[src/rtl/hs4_monitor.sv]
module hs4_monitor #(
  parameter int AW = 16,
  parameter int DW = 32,
  parameter int CW = 12
) (
  input  logic          clk,
  input  logic          rst_n,
  input  logic          clr,
  input  logic          req,
  input  logic          ack,
  input  logic          wen,
  input  logic [AW-1:0] addr,
  input  logic [DW-1:0] wdata,
  input  logic [CW-1:0] lim_ack_rise,
  input  logic [CW-1:0] lim_req_fall,
  input  logic [CW-1:0] lim_ack_fall,
  input  logic [CW-1:0] lim_req_rise,
  output logic [9:0]    viol,
  output logic          err,
  output logic [15:0]   txn_cnt
);
  localparam int NV = 10;
  localparam int BW = AW + DW + 1;

  logic          started, prev_req, prev_ack;
  logic [BW-1:0] prev_bus;
  logic [BW-1:0] bus;
  logic [1:0]    ph;
  logic [CW-1:0] lim [4];
  logic [CW-1:0] cnt [4];
  logic [3:0]    tmo;
  logic [NV-1:0] det;
  logic          done_evt;

  assign bus = {wen, addr, wdata};
  // phase index: (1,0)->0, (1,1)->1, (0,1)->2, (0,0)->3
  assign ph  = {~req, req ^ ~ack};
  assign lim[0] = lim_ack_rise;
  assign lim[1] = lim_req_fall;
  assign lim[2] = lim_ack_fall;
  assign lim[3] = lim_req_rise;

  for (genvar i = 0; i < 4; i++) begin : g_live
    always_ff @(posedge clk) begin
      if (!rst_n)             cnt[i] <= '0;
      else if (ph == 2'(i))   cnt[i] <= (cnt[i] == '1) ? cnt[i] : cnt[i] + 1'b1;
      else                    cnt[i] <= '0;
    end
    assign tmo[i] = started && (ph == 2'(i)) && (lim[i] != '0) && (cnt[i] == lim[i]);
  end

  assign det[0]   = started & prev_req & ~prev_ack & ~req;
  assign det[1]   = started & prev_req & prev_ack & ~ack;
  assign det[2]   = started & ~prev_req & prev_ack & req;
  assign det[3]   = started & ~prev_req & ~prev_ack & ack;
  assign det[4]   = started & prev_req & ~prev_ack & req & (bus != prev_bus);
  assign det[8:5] = tmo;
  assign det[9]   = ~started & (req | ack);

  assign done_evt = started & ~prev_req & prev_ack & ~ack;

  always_ff @(posedge clk) begin
    if (!rst_n) begin
      started  <= 1'b0;
      prev_req <= 1'b0;
      prev_ack <= 1'b0;
      prev_bus <= '0;
      viol     <= '0;
      txn_cnt  <= '0;
    end else begin
      started  <= 1'b1;
      prev_req <= req;
      prev_ack <= ack;
      prev_bus <= bus;
      viol     <= (clr ? '0 : viol) | det;
      if (done_evt) txn_cnt <= txn_cnt + 16'd1;
    end
  end

  assign err = |viol;


  sticky_chk: assert property (@(posedge clk) disable iff (!rst_n)
    !clr |=> ((viol & $past(viol)) == $past(viol)));


  txn_step_chk: assert property (@(posedge clk) disable iff (!rst_n)
    1'b1 |=> ((txn_cnt - $past(txn_cnt)) <= 16'd1));


  early_drop_chk: assert property (@(posedge clk) disable iff (!rst_n)
    (started && $past(req) && !$past(ack) && !req) |=> viol[0]);


  unsolicited_chk: assert property (@(posedge clk) disable iff (!rst_n)
    (started && !$past(req) && !$past(ack) && ack) |=> viol[3]);


  hold_chk: assert property (@(posedge clk) disable iff (!rst_n)
    (started && $past(req) && !$past(ack) && req && (addr != $past(addr))) |=> viol[4]);
endmodule

[config.mk]
export PLATFORM = sky130hd
export DESIGN_NAME = hs4_monitor
export DESIGN_NICKNAME = d
export VERILOG_FILES = /design/src/rtl/hs4_monitor.sv
export SDC_FILE = /design/constraint.sdc
export NUM_CORES = 1
export LEC_CHECK = 0
export ABC_AREA = 1
export BUFFER_PORTS_ARGS = -buffer_cell sky130_fd_sc_hd__clkbuf_2
export CAP_MARGIN = 20
export CORE_MARGIN = 4
export CORE_UTILIZATION = 29
export CTS_CLUSTER_DIAMETER = 60
export DETAILED_ROUTE_END_ITERATION = 6
export GPL_TIMING_DRIVEN = 0
export MAX_ROUTING_LAYER = met4
export PLACE_DENSITY = 0.5
export SYNTH_ARGS = -nofsm -noshare
export SYNTH_HDL_FRONTEND = slang
export SYNTH_SLANG_ARGS = --single-unit
[constraint.sdc]
create_clock -name clk -period 2 [get_ports clk]
set_clock_uncertainty 0.2 [all_clocks]
set_input_delay 0.1 -clock clk [delete_from_list [all_inputs] [get_ports clk]]
set_output_delay 0.1 -clock clk [all_outputs]
set_load 0.005 [all_outputs]
==> results by group, run 1 <==
Synth
  – Largest family of logic cells by synthesized area: simple AND/OR/NAND/NOR gates
  – Cell types occupying the most area after synthesis: sky130_fd_sc_hd__dfxtp_1 23%, sky130_fd_sc_hd__edfxtp_1 21%, sky130_fd_sc_hd__nand2_1 13%
  – Multiplexer share of the synthesized area: 0%
  – Post-Syn Nets: approximately 1000
  – Number of warnings issued by yosys: 0
  – Async set-or-reset flop fraction in the synthesized netlist: 0%
  – FF+latch count, synth: ~130
  – Netlist area before placement: between 0.006 and 0.007 mm²
  – Sequential share of the synthesized area: 44.2%
  – Fraction of synthesized cell area taken by the top area cell type: 23.0%
  – Synthesized instance count: just over 900
  – Cell type contributing the most total cell area after synthesis: sky130_fd_sc_hd__dfxtp_1
  – Top flip-flop cell by instance count after synthesis: sky130_fd_sc_hd__dfxtp_1
  – Simple-Gate Fraction of Synth Area: a little under a third
  – Synthesized area per cell: roughly 7.4 µm²
  – Number of enable flip-flop cells after synthesis: 48
  – Adder and majority cell fraction of the synthesized area: less than 1%
  – Compound-cell area share of the yosys netlist: about 7.5%
  – Yosys cell types: 42
  – Post-Synth XOR/XNOR Area: between 6 and 7%

Global route
  – Antenna violations before repair: 0
  – Via count of the first global-routing pass: 6160
  – Largest net degree at the start of global routing: 17
  – Overall fraction of global-route tracks in use: 14.2%
  – Gr ovfl total: 0
  – Global-route wire length before repair: 29.4 mm

Die
  – Effective utilization at floorplan: 29.8%
  – Num rows: 55
  – Horizontal die dimension: ~160 µm
  – Y dimension of the die: ~160 µm
  – Core region area: approximately 0.023 mm²
  – Top Ports: around 130
  – Total Die Area: about 0.026 mm²

Hold path
  – Number of cells traversed by the worst hold path: 6
  – Startpoint of the lowest-slack hold path: lim_ack_rise[1]
  – Path class of the lowest-slack min-delay path: primary input to flip-flop
  – Worst Hold Endpoint: viol[5]$_SDFF_PN0_

Power and ir drop
  – Part of the total power dissipated in combinational logic: approximately 9.7%
  – Leakage power of the design: between 4 and 5 nW
  – Switching power total: ~1.5 mW
  – Cell internal power dissipation: 4.99 mW
  – Power density over cell area: 673 mW/mm²
  – Peak supply drop: 0.437 mV
  – Sw frac: 23.5%
  – Clock network power share: between 40 and 50%
  – Power share of the sequential group: 42.1%

Timing
  – Final Hold Violating Endpoints: 1
  – Top achievable clock speed: slightly below 500 MHz
  – Total of endpoints with negative setup slack in the final report: 7
  – Summed negative setup slack over all endpoints: -0.0632 ns
  – Max Transition Viols Final: 0
  – RSZ-0062 raised after global routing: yes
  – Final critical-path setup slack: -0.0171 ns
  – Period utilization: 101%
  – Max-Slew Margin vs Limit: ~58%
  – Worst-margin pin slew: 0.632 ns
  – Clock period minus final worst setup slack: just over 2 ns
  – Final hold slack: -0.0749 ns

Run status
  – Violations in the final reports: hold timing, setup timing
  – Result of the run: finished with violations

Finish
  – Post-route insts no fill: around 1500
  – Antenna cell count: 0
  – Number of filler instances in the final layout: roughly 2400
  – Syn-to-layout area delta: 42.5%
  – Fraction of layout instances using a drive strength above 1: between 20% and 30%
  – Final layout net count: between 1000 and 1500
  – Cell area after layout: just under 0.01 mm²

Drt
  – Overall via count from detail_route: roughly 6400
  – Via density per instance: 4.26
  – Antenna violation net count after detailed routing: 0
  – 1st-iter DRT viols: 270
  – Routed Wire Length: between 15 and 20 mm
  – DRC errors left: 0
  – Average wire per cell in the routed design: 11.8 µm
  – Detailed-router iteration count before antenna repair: 6

Clock tree
  – Buffer depth of the longest clock path: 2
  – Clock sink count: approximately 130
  – Maximum level of the CTS H-tree: 4
  – Cell at the root of the clock tree: sky130_fd_sc_hd__clkbuf_16
  – CTS tree: yes
  – Clock latency on the worst-skew pair: between 0.4 and 0.5 ns
  – Clock slew at the register clock pins of the worst setup and hold paths: roughly 0.06 ns
  – Num CTS Buffers: 17

Setup path
  – Worst reg2reg setup slack: -0.02 ns
  – Startpoint kind of the worst setup timing path: flip-flop
  – Type of destination of the critical path: flip-flop
  – Largest delay share family, worst path: simple AND/OR/NAND/NOR gates
  – Peak per-stage delay on the critical path: between 0.3 and 0.4 ns
  – Data required time at the worst endpoint: just under 2 ns
  – Critical R2R Capture: cnt[2][2]$_SDFFCE_PP0P_
  – Worst Path Arrival: a little under 2 ns
  – R2r startpoint: cnt[2][1]$_SDFFCE_PP0P_
  – Critical path class: flip-flop to flip-flop
  – First element of the critical path: cnt[2][1]$_SDFFCE_PP0P_
  – Worst-path fanout max: 5
  – Logic depth of the worst register-to-register path: 10
  – Buf/Inv on CP: 2
  – Worst path cell trace: ha_2, nand2_2, inv_2, nand3_4, nor2_4, nand2_1, nor2_2, nand3_2, nand3b_1, buf_6
  – Slowest cell on the critical path: sky130_fd_sc_hd__edfxtp_1

Placed design
  – Routability congestion estimate from global placement: approximately 0.82
  – Sum of net half-perimeters after detailed placement: roughly 13 mm
  – Number of buffers inserted by port buffering: around 130
  – Placed standard-cell area: around 0.0078 mm²
  – Worst setup timing slack at the placement stage: -0.599 ns
  – Cells after DPL: ~1400

Flow run
  – Maximum Capacitance Violations: 0
-- layout make-up --
cell class / count / area, µm² / share of cell area (%)
multi-input cells: 609 / 3190 / 32.9
flip-flops and latches: 126 / 3000 / 31.0
repair buffers: 250 / 1820 / 18.8
inverters: 171 / 644 / 6.65
clock buffers: 20 / 468 / 4.83
well taps: 313 / 392 / 4.04
clock inverters: 12 / 130 / 1.34
plain buffers: 9 / 45.0 / 0.465
-- power by group through the flow --
stage                     clock [mW]  combinational [mW]  sequential, mW
after global routing            3.37               0.712            2.75
final                           3.14               0.629            2.75
after floorplan                    0               0.274            2.80
after global placement             0               0.485            2.80
after CTS                       3.26               0.628            2.75
after detailed placement           0               0.490            2.80
-- layout by cell type (no fill, tap or decap), types with 13 or more instances in the layout --
cell type                       count
sky130_fd_sc_hd__clkbuf_16         18
sky130_fd_sc_hd__edfxtp_1          48
sky130_fd_sc_hd__nor3_1            13
sky130_fd_sc_hd__nor2_1           105
sky130_fd_sc_hd__clkbuf_2         128
sky130_fd_sc_hd__nand3_1           25
sky130_fd_sc_hd__buf_4             25
sky130_fd_sc_hd__a21oi_1           36
sky130_fd_sc_hd__dlygate4sd3_1     90
sky130_fd_sc_hd__xnor2_1           38
sky130_fd_sc_hd__dfxtp_1           77
sky130_fd_sc_hd__nor4_1            15
sky130_fd_sc_hd__nand2_1          234
sky130_fd_sc_hd__inv_1            162
sky130_fd_sc_hd__o21ai_0           35
-- through the flow --
stage                     power, mW  hold slack [ns]  utilization [%]
after global placement         3.29           0.0165             34.3
after floorplan                3.07          -0.0723                -
after global routing           6.83           0.0155             42.4
final                          6.52          -0.0749             42.4
after CTS                      6.63          0.00353             41.3
after detailed placement       3.29           0.0178             34.3
-- Yosys cell counts (2+ instances only) --
master and count:
sky130_fd_sc_hd__o21ai_0 35, sky130_fd_sc_hd__clkbuf_1 6, sky130_fd_sc_hd__nor2_1 108, sky130_fd_sc_hd__or2_2 8, sky130_fd_sc_hd__ha_1 5, sky130_fd_sc_hd__dfxtp_1 78
sky130_fd_sc_hd__buf_2 3, sky130_fd_sc_hd__edfxtp_1 48, sky130_fd_sc_hd__nand3_2 8, sky130_fd_sc_hd__nor2_4 4, sky130_fd_sc_hd__nor2_2 10, sky130_fd_sc_hd__nor3_2 2
sky130_fd_sc_hd__nor3b_1 2, sky130_fd_sc_hd__nand2_1 236, sky130_fd_sc_hd__nor3_4 4, sky130_fd_sc_hd__o22ai_1 5, sky130_fd_sc_hd__o21ai_1 4, sky130_fd_sc_hd__nand3_1 27
sky130_fd_sc_hd__nand2_2 6, sky130_fd_sc_hd__nand4_1 12, sky130_fd_sc_hd__o41ai_1 2, sky130_fd_sc_hd__a21oi_1 36, sky130_fd_sc_hd__nor4_1 15, sky130_fd_sc_hd__nand3b_1 3
sky130_fd_sc_hd__inv_1 166, sky130_fd_sc_hd__nor3_1 14, sky130_fd_sc_hd__xnor2_1 38, sky130_fd_sc_hd__xor2_1 11, sky130_fd_sc_hd__o2111ai_1 4, sky130_fd_sc_hd__inv_2 4
-- tightest hold or removal path: cells and delay by family --
| family | cells | cell delay [ns] |
|---|---|---|
| buf+inv | 1 | 0.11 |
| simple gates | 5 | 0.28 |
-- timing repair --
| action | in CTS | in global routing |
|---|---|---|
| endpoints found under the hold margin | 65 | 0 |
| pin swaps | 2 | 9 |
| hold buffers | 91 | 0 |
| gates resized for setup | 2 | 25 |
| endpoints found under the setup margin | 48 | 53 |
| cloned | 0 | 2 |
| setup buffers | 10 | 20 |
-- cells by family (layout without fill, tap and decap cells) --
logic type      after synthesis  count (layout)
fa+ha+maj                     5               5
buf+inv                     181             462
compound gates               93              93
simple gates                462             462
flops                       126             126
xor+xnor                     49              49
-- routing by layer --
metal | global-route usage, % | vias up | share of wire (%)
met5 | - | - | 0
met4 | 5.62 | 0 | 1.6
met3 | 2.50 | 22 | 2.3
met2 | 23.1 | 95 | 49
met1 | 17.6 | 2892 | 47
li1 | - | 3429 | -
-- worst max path at each step --
stage / slack (ns) / cells past startpoint / end
global route: -0.13 / 9 / viol[7]$_SDFF_PN0_
detailed placement: -0.60 / 6 / cnt[3][3]$_SDFFCE_PP0P_
floorplan: -0.08 / 6 / cnt[3][0]$_SDFFCE_PP0P_
global placement: -0.55 / 6 / cnt[3][3]$_SDFFCE_PP0P_
finish: -0.02 / 10 / cnt[2][2]$_SDFFCE_PP0P_
CTS: 0.007 / 7 / cnt[3][2]$_SDFFCE_PP0P_
-- flip-flops by register name, summed over array words and instances, names as in the netlist --
register and flops:
cnt 48, prev_ack 1, prev_bus 49, prev_req 1
started 1, txn_cnt 16, viol 10
Note: power is estimated with default switching activity, not from simulation.
==> run 2, diff against run 1 <==
--- a/config.mk
+++ b/config.mk
@@ -9,12 +9,12 @@
 export BUFFER_PORTS_ARGS = -buffer_cell sky130_fd_sc_hd__clkbuf_2
 export CAP_MARGIN = 20
 export CORE_MARGIN = 4
-export CORE_UTILIZATION = 29
+export CORE_UTILIZATION = 51
 export CTS_CLUSTER_DIAMETER = 60
 export DETAILED_ROUTE_END_ITERATION = 6
 export GPL_TIMING_DRIVEN = 0
 export MAX_ROUTING_LAYER = met4
-export PLACE_DENSITY = 0.5
+export PLACE_DENSITY = 0.78
 export SYNTH_ARGS = -nofsm -noshare
 export SYNTH_HDL_FRONTEND = slang
 export SYNTH_SLANG_ARGS = --single-unit
==> results by group, run 2 (synthesized netlist as in run 1, its figures left out) <==
Hold path
  – Path class of the lowest-slack min-delay path: primary input to flip-flop

Die
  – Horizontal die dimension: 123 µm
  – Top Ports: about 130
  – Core region area: around 0.013 mm²
  – Y dimension of the die: between 100 and 150 µm
  – Total Die Area: between 0.015 and 0.02 mm²
  – Effective utilization at floorplan: 53.0%
  – Num rows: between 40 and 50

Clock tree
  – Cell at the root of the clock tree: sky130_fd_sc_hd__clkbuf_16
  – Clock latency on the worst-skew pair: between 0.4 and 0.5 ns
  – Clock slew at the register clock pins of the worst setup and hold paths: around 0.05 ns
  – Maximum level of the CTS H-tree: 4
  – Buffer depth of the longest clock path: 2
  – Clock sink count: 126
  – CTS tree: yes
  – Num CTS Buffers: 17

Drt
  – 1st-iter DRT viols: 505
  – Via density per instance: between 5 and 6
  – DRC errors left: 0
  – Antenna violation net count after detailed routing: 0
  – Routed Wire Length: about 19 mm
  – Average wire per cell in the routed design: approximately 14 µm
  – Detailed-router iteration count before antenna repair: 7
  – Overall via count from detail_route: 6886

Setup path
  – Worst-path fanout max: 10
  – Data required time at the worst endpoint: just under 2 ns
  – Startpoint kind of the worst setup timing path: flip-flop
  – Worst path cell trace: ha_2, nand2_2, inv_2, nand3_2, nor2_2, nand2_1, nor2_2, nand3_1, nand3b_1, buf_6
  – Slowest cell on the critical path: sky130_fd_sc_hd__edfxtp_1
  – Worst Path Arrival: ~2.0 ns
  – Critical path class: flip-flop to flip-flop
  – Type of destination of the critical path: flip-flop
  – Peak per-stage delay on the critical path: approximately 0.37 ns
  – Most prevalent standard cell on the critical path: sky130_fd_sc_hd__nor2_2

Timing
  – Total of endpoints with negative setup slack in the final report: 24
  – Max-Slew Margin vs Limit: 63.0%
  – Clock period minus final worst setup slack: just over 2 ns
  – Final critical-path setup slack: -0.0326 ns
  – Top achievable clock speed: ~490 MHz
  – Max Transition Viols Final: 0
  – Final hold slack: -0.0366 ns
  – Worst-margin pin slew: 0.555 ns
  – Final Hold Violating Endpoints: 1
  – Period utilization: 102%
  – RSZ-0062 raised after global routing: yes

Finish
  – Number of filler instances in the final layout: just over 900
  – Largest register FFs: 49
  – Leading cell types in the layout, fill and taps excluded: 233 x sky130_fd_sc_hd__nand2_1, 164 x sky130_fd_sc_hd__inv_1, 128 x sky130_fd_sc_hd__clkbuf_2, 107 x sky130_fd_sc_hd__nor2_1, 100 x sky130_fd_sc_hd__dlygate4sd3_1
  – Largest registers: prev_bus: 49 flops, cnt: 48 flops, txn_cnt: 16 flops
  – Fraction of layout instances using a drive strength above 1: approximately 21%
  – Final layout net count: 1295
  – Most common cell after layout, fill and taps aside: sky130_fd_sc_hd__nand2_1
  – Register with the highest flop count: prev_bus
  – Syn-to-layout area delta: 40.0%

Global route
  – Global-route wire length before repair: 30.1 mm
  – Antenna violations before repair: 2
  – Largest net degree at the start of global routing: 17
  – Gr ovfl total: 0
  – Overall fraction of global-route tracks in use: ~26%
  – Via count of the first global-routing pass: 6693

Placed design
  – Number of buffers inserted by port buffering: 128
  – Routability congestion estimate from global placement: 0.919
  – Worst setup timing slack at the placement stage: -0.489 ns
  – Sum of net half-perimeters after detailed placement: ~12 mm

Run status
  – Result of the run: finished with violations
  – Violations in the final reports: hold timing, setup timing

Power and ir drop
  – Leakage power of the design: 4.54 nW
  – Power density over cell area: between 600 and 700 mW/mm²
  – Peak supply drop: 0.549 mV

Flow run
  – Maximum Capacitance Violations: 0
==> run 2: changes by cell type in the layout (fill, tap and decap cells not counted), moves of 3 or more <==
cell,change
sky130_fd_sc_hd__dlygate4sd3_1,+10
sky130_fd_sc_hd__buf_4,-4
sky130_fd_sc_hd__buf_6,-3
sky130_fd_sc_hd__clkbuf_1,+3
sky130_fd_sc_hd__clkbuf_8,+3
sky130_fd_sc_hd__nor2_2,-3
==> run 2: critical path: cells and delay by family, from the launching register on <==
family	cells	cell delay, ns
simple gates	7	0.77
flops	1	0.37
fa+ha+maj	1	0.20
buf+inv	2	0.26
==> run 2: power breakdown <==
group,internal (mW),switching [mW]
Combinational,0.338,0.327
Clock,1.92,1.09
Sequential,2.71,0.0393
==> run 2: final timing paths <==
kind	startpoint	end	slack, ns	depth (start not counted)
worst max-delay path	cnt[2][0]$_SDFFCE_PP0P_	cnt[2][3]$_SDFFCE_PP0P_	-0.03	10
worst min-delay path	lim_ack_fall[1]	viol[7]$_SDFF_PN0_	-0.04	6
worst max register to register	cnt[2][0]$_SDFFCE_PP0P_	cnt[2][3]$_SDFFCE_PP0P_	-0.03	10
worst min register to register	viol[5]$_SDFF_PN0_	viol[5]$_SDFF_PN0_	0.27	2
==> run 2: layout make-up <==
cell class	instances	area, µm²	share of cell area [%]
Multi-Input combinational cell	610	3180	33.4
Sequential cell	126	3000	31.6
Timing Repair Buffer	252	1830	19.3
Inverter	171	644	6.77
Clock buffer	27	567	5.96
Tap cell	172	215	2.26
Buffer	10	48.8	0.513
Clock inverter	4	20.0	0.210
Antenna cell	2	5.00	0.0526
==> run 2: timing repair <==
item                                    CTS  global route
endpoints found under the hold margin    63             0
setup buffers                            10            14
pin swaps                                 1             9
hold buffers                            101             0
endpoints found under the setup margin   48            53
cloned                                    0             1
gates resized for setup                   2            16
==> run 2: layer usage <==
layer / up-vias / GRT usage, % / part of all wire (%)
met5: - / - / 0
met4: 0 / 15.3 / 4.7
met3: 81 / 5.35 / 5.7
met2: 257 / 43.6 / 50
met1: 3113 / 28.4 / 39
li1: 3435 / - / -
==> run 2: per-stage QoR <==
| stage | total power [mW] | area (µm²) | setup TNS (ns) | std cells | utilization, % |
|---|---|---|---|---|---|
| after floorplan | 3.07 | 6810 | -2.19 | 916 | - |
| after global placement | 3.27 | 7660 | -14.97 | 1216 | 59.8 |
| after detailed placement | 3.29 | 7660 | -16.45 | 1216 | 59.8 |
| after CTS | 6.42 | 9340 | 0 | 1358 | 72.9 |
| after global routing | 6.67 | 9520 | -3.42 | 1374 | 74.2 |
| final | 6.43 | 9520 | -0.440 | 1374 | 74.2 |
==> run 3, diff against run 2 <==
--- a/config.mk
+++ b/config.mk
@@ -15,6 +15,7 @@
 export GPL_TIMING_DRIVEN = 0
 export MAX_ROUTING_LAYER = met4
 export PLACE_DENSITY = 0.78
+export REMOVE_ABC_BUFFERS = 1
 export SYNTH_ARGS = -nofsm -noshare
 export SYNTH_HDL_FRONTEND = slang
 export SYNTH_SLANG_ARGS = --single-unit
==> results by group, run 3 (synthesized netlist as in run 1, its figures left out) <==
Setup path
  – Worst-path fanout max: 7
  – Critical path class: flip-flop to flip-flop
  – Data required time at the worst endpoint: roughly 2.0 ns
  – Type of destination of the critical path: flip-flop
  – Worst path cell trace: ha_2, nand2_2, inv_2, nand3_2, nor2_2, nand2_1, nor2_2, nand3_2, nand3b_1, buf_6
  – Worst Path Arrival: 2.04 ns
  – Peak per-stage delay on the critical path: ~0.36 ns
  – First element of the critical path: cnt[2][0]$_SDFFCE_PP0P_
  – Startpoint kind of the worst setup timing path: flip-flop
  – R2r startpoint: cnt[2][0]$_SDFFCE_PP0P_
  – Slowest cell on the critical path: sky130_fd_sc_hd__edfxtp_1

Flow run
  – Maximum Capacitance Violations: 0

Timing
  – Worst-margin pin slew: between 0.5 and 0.6 ns
  – Max Transition Viols Final: 0
  – Final Hold Violating Endpoints: 2
  – Period utilization: 103%
  – Final critical-path setup slack: -0.0628 ns
  – Summed negative setup slack over all endpoints: -0.708 ns
  – Top achievable clock speed: between 400 and 500 MHz
  – Clock period minus final worst setup slack: slightly above 2 ns
  – Final hold slack: -0.000825 ns
  – Max-Slew Margin vs Limit: between 60% and 70%
  – Total of endpoints with negative setup slack in the final report: 12
  – RSZ-0062 raised after global routing: yes

Placed design
  – Cells after DPL: 1207
  – Sum of net half-perimeters after detailed placement: between 10 and 15 mm
  – Routability congestion estimate from global placement: 0.842
  – Placed standard-cell area: between 0.007 and 0.008 mm²
  – Number of buffers inserted by port buffering: ~130

Finish
  – Leading cell types in the layout, fill and taps excluded: 232 x sky130_fd_sc_hd__nand2_1, 163 x sky130_fd_sc_hd__inv_1, 128 x sky130_fd_sc_hd__clkbuf_2, 105 x sky130_fd_sc_hd__nor2_1, 97 x sky130_fd_sc_hd__dlygate4sd3_1
  – Final layout net count: about 1300
  – Fraction of layout instances using a drive strength above 1: 21.6%
  – Final standard cell utilization of the core: ~75%
  – Register with the highest flop count: prev_bus
  – Cell area after layout: around 0.0096 mm²
  – Syn-to-layout area delta: 40.7%
  – Post-route insts no fill: 1369
  – Most common cell after layout, fill and taps aside: sky130_fd_sc_hd__nand2_1
  – Largest registers: prev_bus: 49 flops, cnt: 48 flops, txn_cnt: 16 flops
  – Largest register FFs: just under 50
  – Antenna cell count: 0

Run status
  – Result of the run: finished with violations
  – Violations in the final reports: hold timing, setup timing

Die
  – Top Ports: 129
  – Num rows: 41
  – Total Die Area: 0.0152 mm²
  – Core region area: 0.0128 mm²
  – Horizontal die dimension: 123 µm
  – Y dimension of the die: around 120 µm
  – Effective utilization at floorplan: 53.0%

Hold path
  – Path class of the lowest-slack min-delay path: primary input to flip-flop
  – Startpoint of the lowest-slack hold path: lim_req_fall[4]

Clock tree
  – Clock sink count: approximately 130
  – Buffer depth of the longest clock path: 2
  – Num CTS Buffers: 17
  – Cell at the root of the clock tree: sky130_fd_sc_hd__clkbuf_16
  – Clock slew at the register clock pins of the worst setup and hold paths: approximately 0.060 ns
  – Maximum level of the CTS H-tree: 4
  – Clock latency on the worst-skew pair: approximately 0.41 ns
  – CTS tree: yes

Drt
  – Via density per instance: about 5
  – Highest routed metal layer: met4
  – 1st-iter DRT viols: a little over 400
  – Average wire per cell in the routed design: 13.4 µm
  – Routed Wire Length: 18.3 mm
  – Overall via count from detail_route: 6718
  – Detailed-router iteration count before antenna repair: 5
  – Wl on met1: approximately 7.6 mm
  – DRC errors left: 0
  – Met3 layer wire length in the routed design: between 800 and 900 µm
  – Antenna violation net count after detailed routing: 0
  – Wire length on met2: between 9 and 10 mm

Global route
  – Overall fraction of global-route tracks in use: 24.6%
  – Gr ovfl total: 0
  – Global-route wire length before repair: 28.8 mm
  – Largest net degree at the start of global routing: 39
  – Antenna violations before repair: 0
  – Via count of the first global-routing pass: roughly 6500

Power and ir drop
  – Peak supply drop: ~0.63 mV
  – Total design power: between 6 and 7 mW
  – Leakage power of the design: between 4 and 5 nW
  – Power density over cell area: roughly 690 mW/mm²
-- run 3: final timing paths --
path	slack, ns	cells past startpoint	end
worst max-delay path	-0.06	10	cnt[2][5]$_SDFFCE_PP0P_
worst min-delay path	-0.0008	5	viol[6]$_SDFF_PN0_
worst max register to register	-0.06	10	cnt[2][5]$_SDFFCE_PP0P_
worst min register to register	0.28	2	viol[5]$_SDFF_PN0_
-- run 3: where the power goes --
part	internal [mW]	switching, mW	total [mW]
sequential	2.71	0.0381	2.75
combinational	0.338	0.314	0.652
clock	2.05	1.12	3.18
-- run 3: timing repair --
action,in CTS,in global routing
pin swaps,2,11
cloned,0,1
gates resized for setup,3,28
endpoints found under the hold margin,64,1
setup endpoints to repair,48,56
setup buffers,9,23
hold buffers,97,2
-- run 3: routing by layer --
metal  GRT usage [%]  vias to the layer above
met5               -                        -
met4            8.93                        0
met3            4.62                       45
met2            44.2                      168
met1            27.3                     3081
li1                -                     3424
-- run 3: cell type report --
class                           instances  area (µm²)
Fill cell                             906        3260
Multi-Input combinational cell        610        3210
Sequential cell                       126        3000
Timing Repair Buffer                  258        1890
Inverter                              171         644
Clock buffer                           21         472
Tap cell                              172         215
Clock inverter                         11         136
-- run 3: worst max-delay path: cells and delay by family (launching register included) --
family | cells | cell delay (ns)
simple gates | 7 | 0.80
flops | 1 | 0.36
buf+inv | 2 | 0.25
fa+ha+maj | 1 | 0.20
-- run 3: metrics by stage --
| stage | hold slack (ns) | setup WS (ns) |
|---|---|---|
| after floorplan | -0.0723 | -0.102 |
| after global placement | 0.0953 | -1.36 |
| after detailed placement | 0.102 | -0.632 |
| after CTS | 0.00176 | 0.00615 |
| after global routing | 0.0131 | -0.146 |
| final | -0.000825 | -0.0628 |
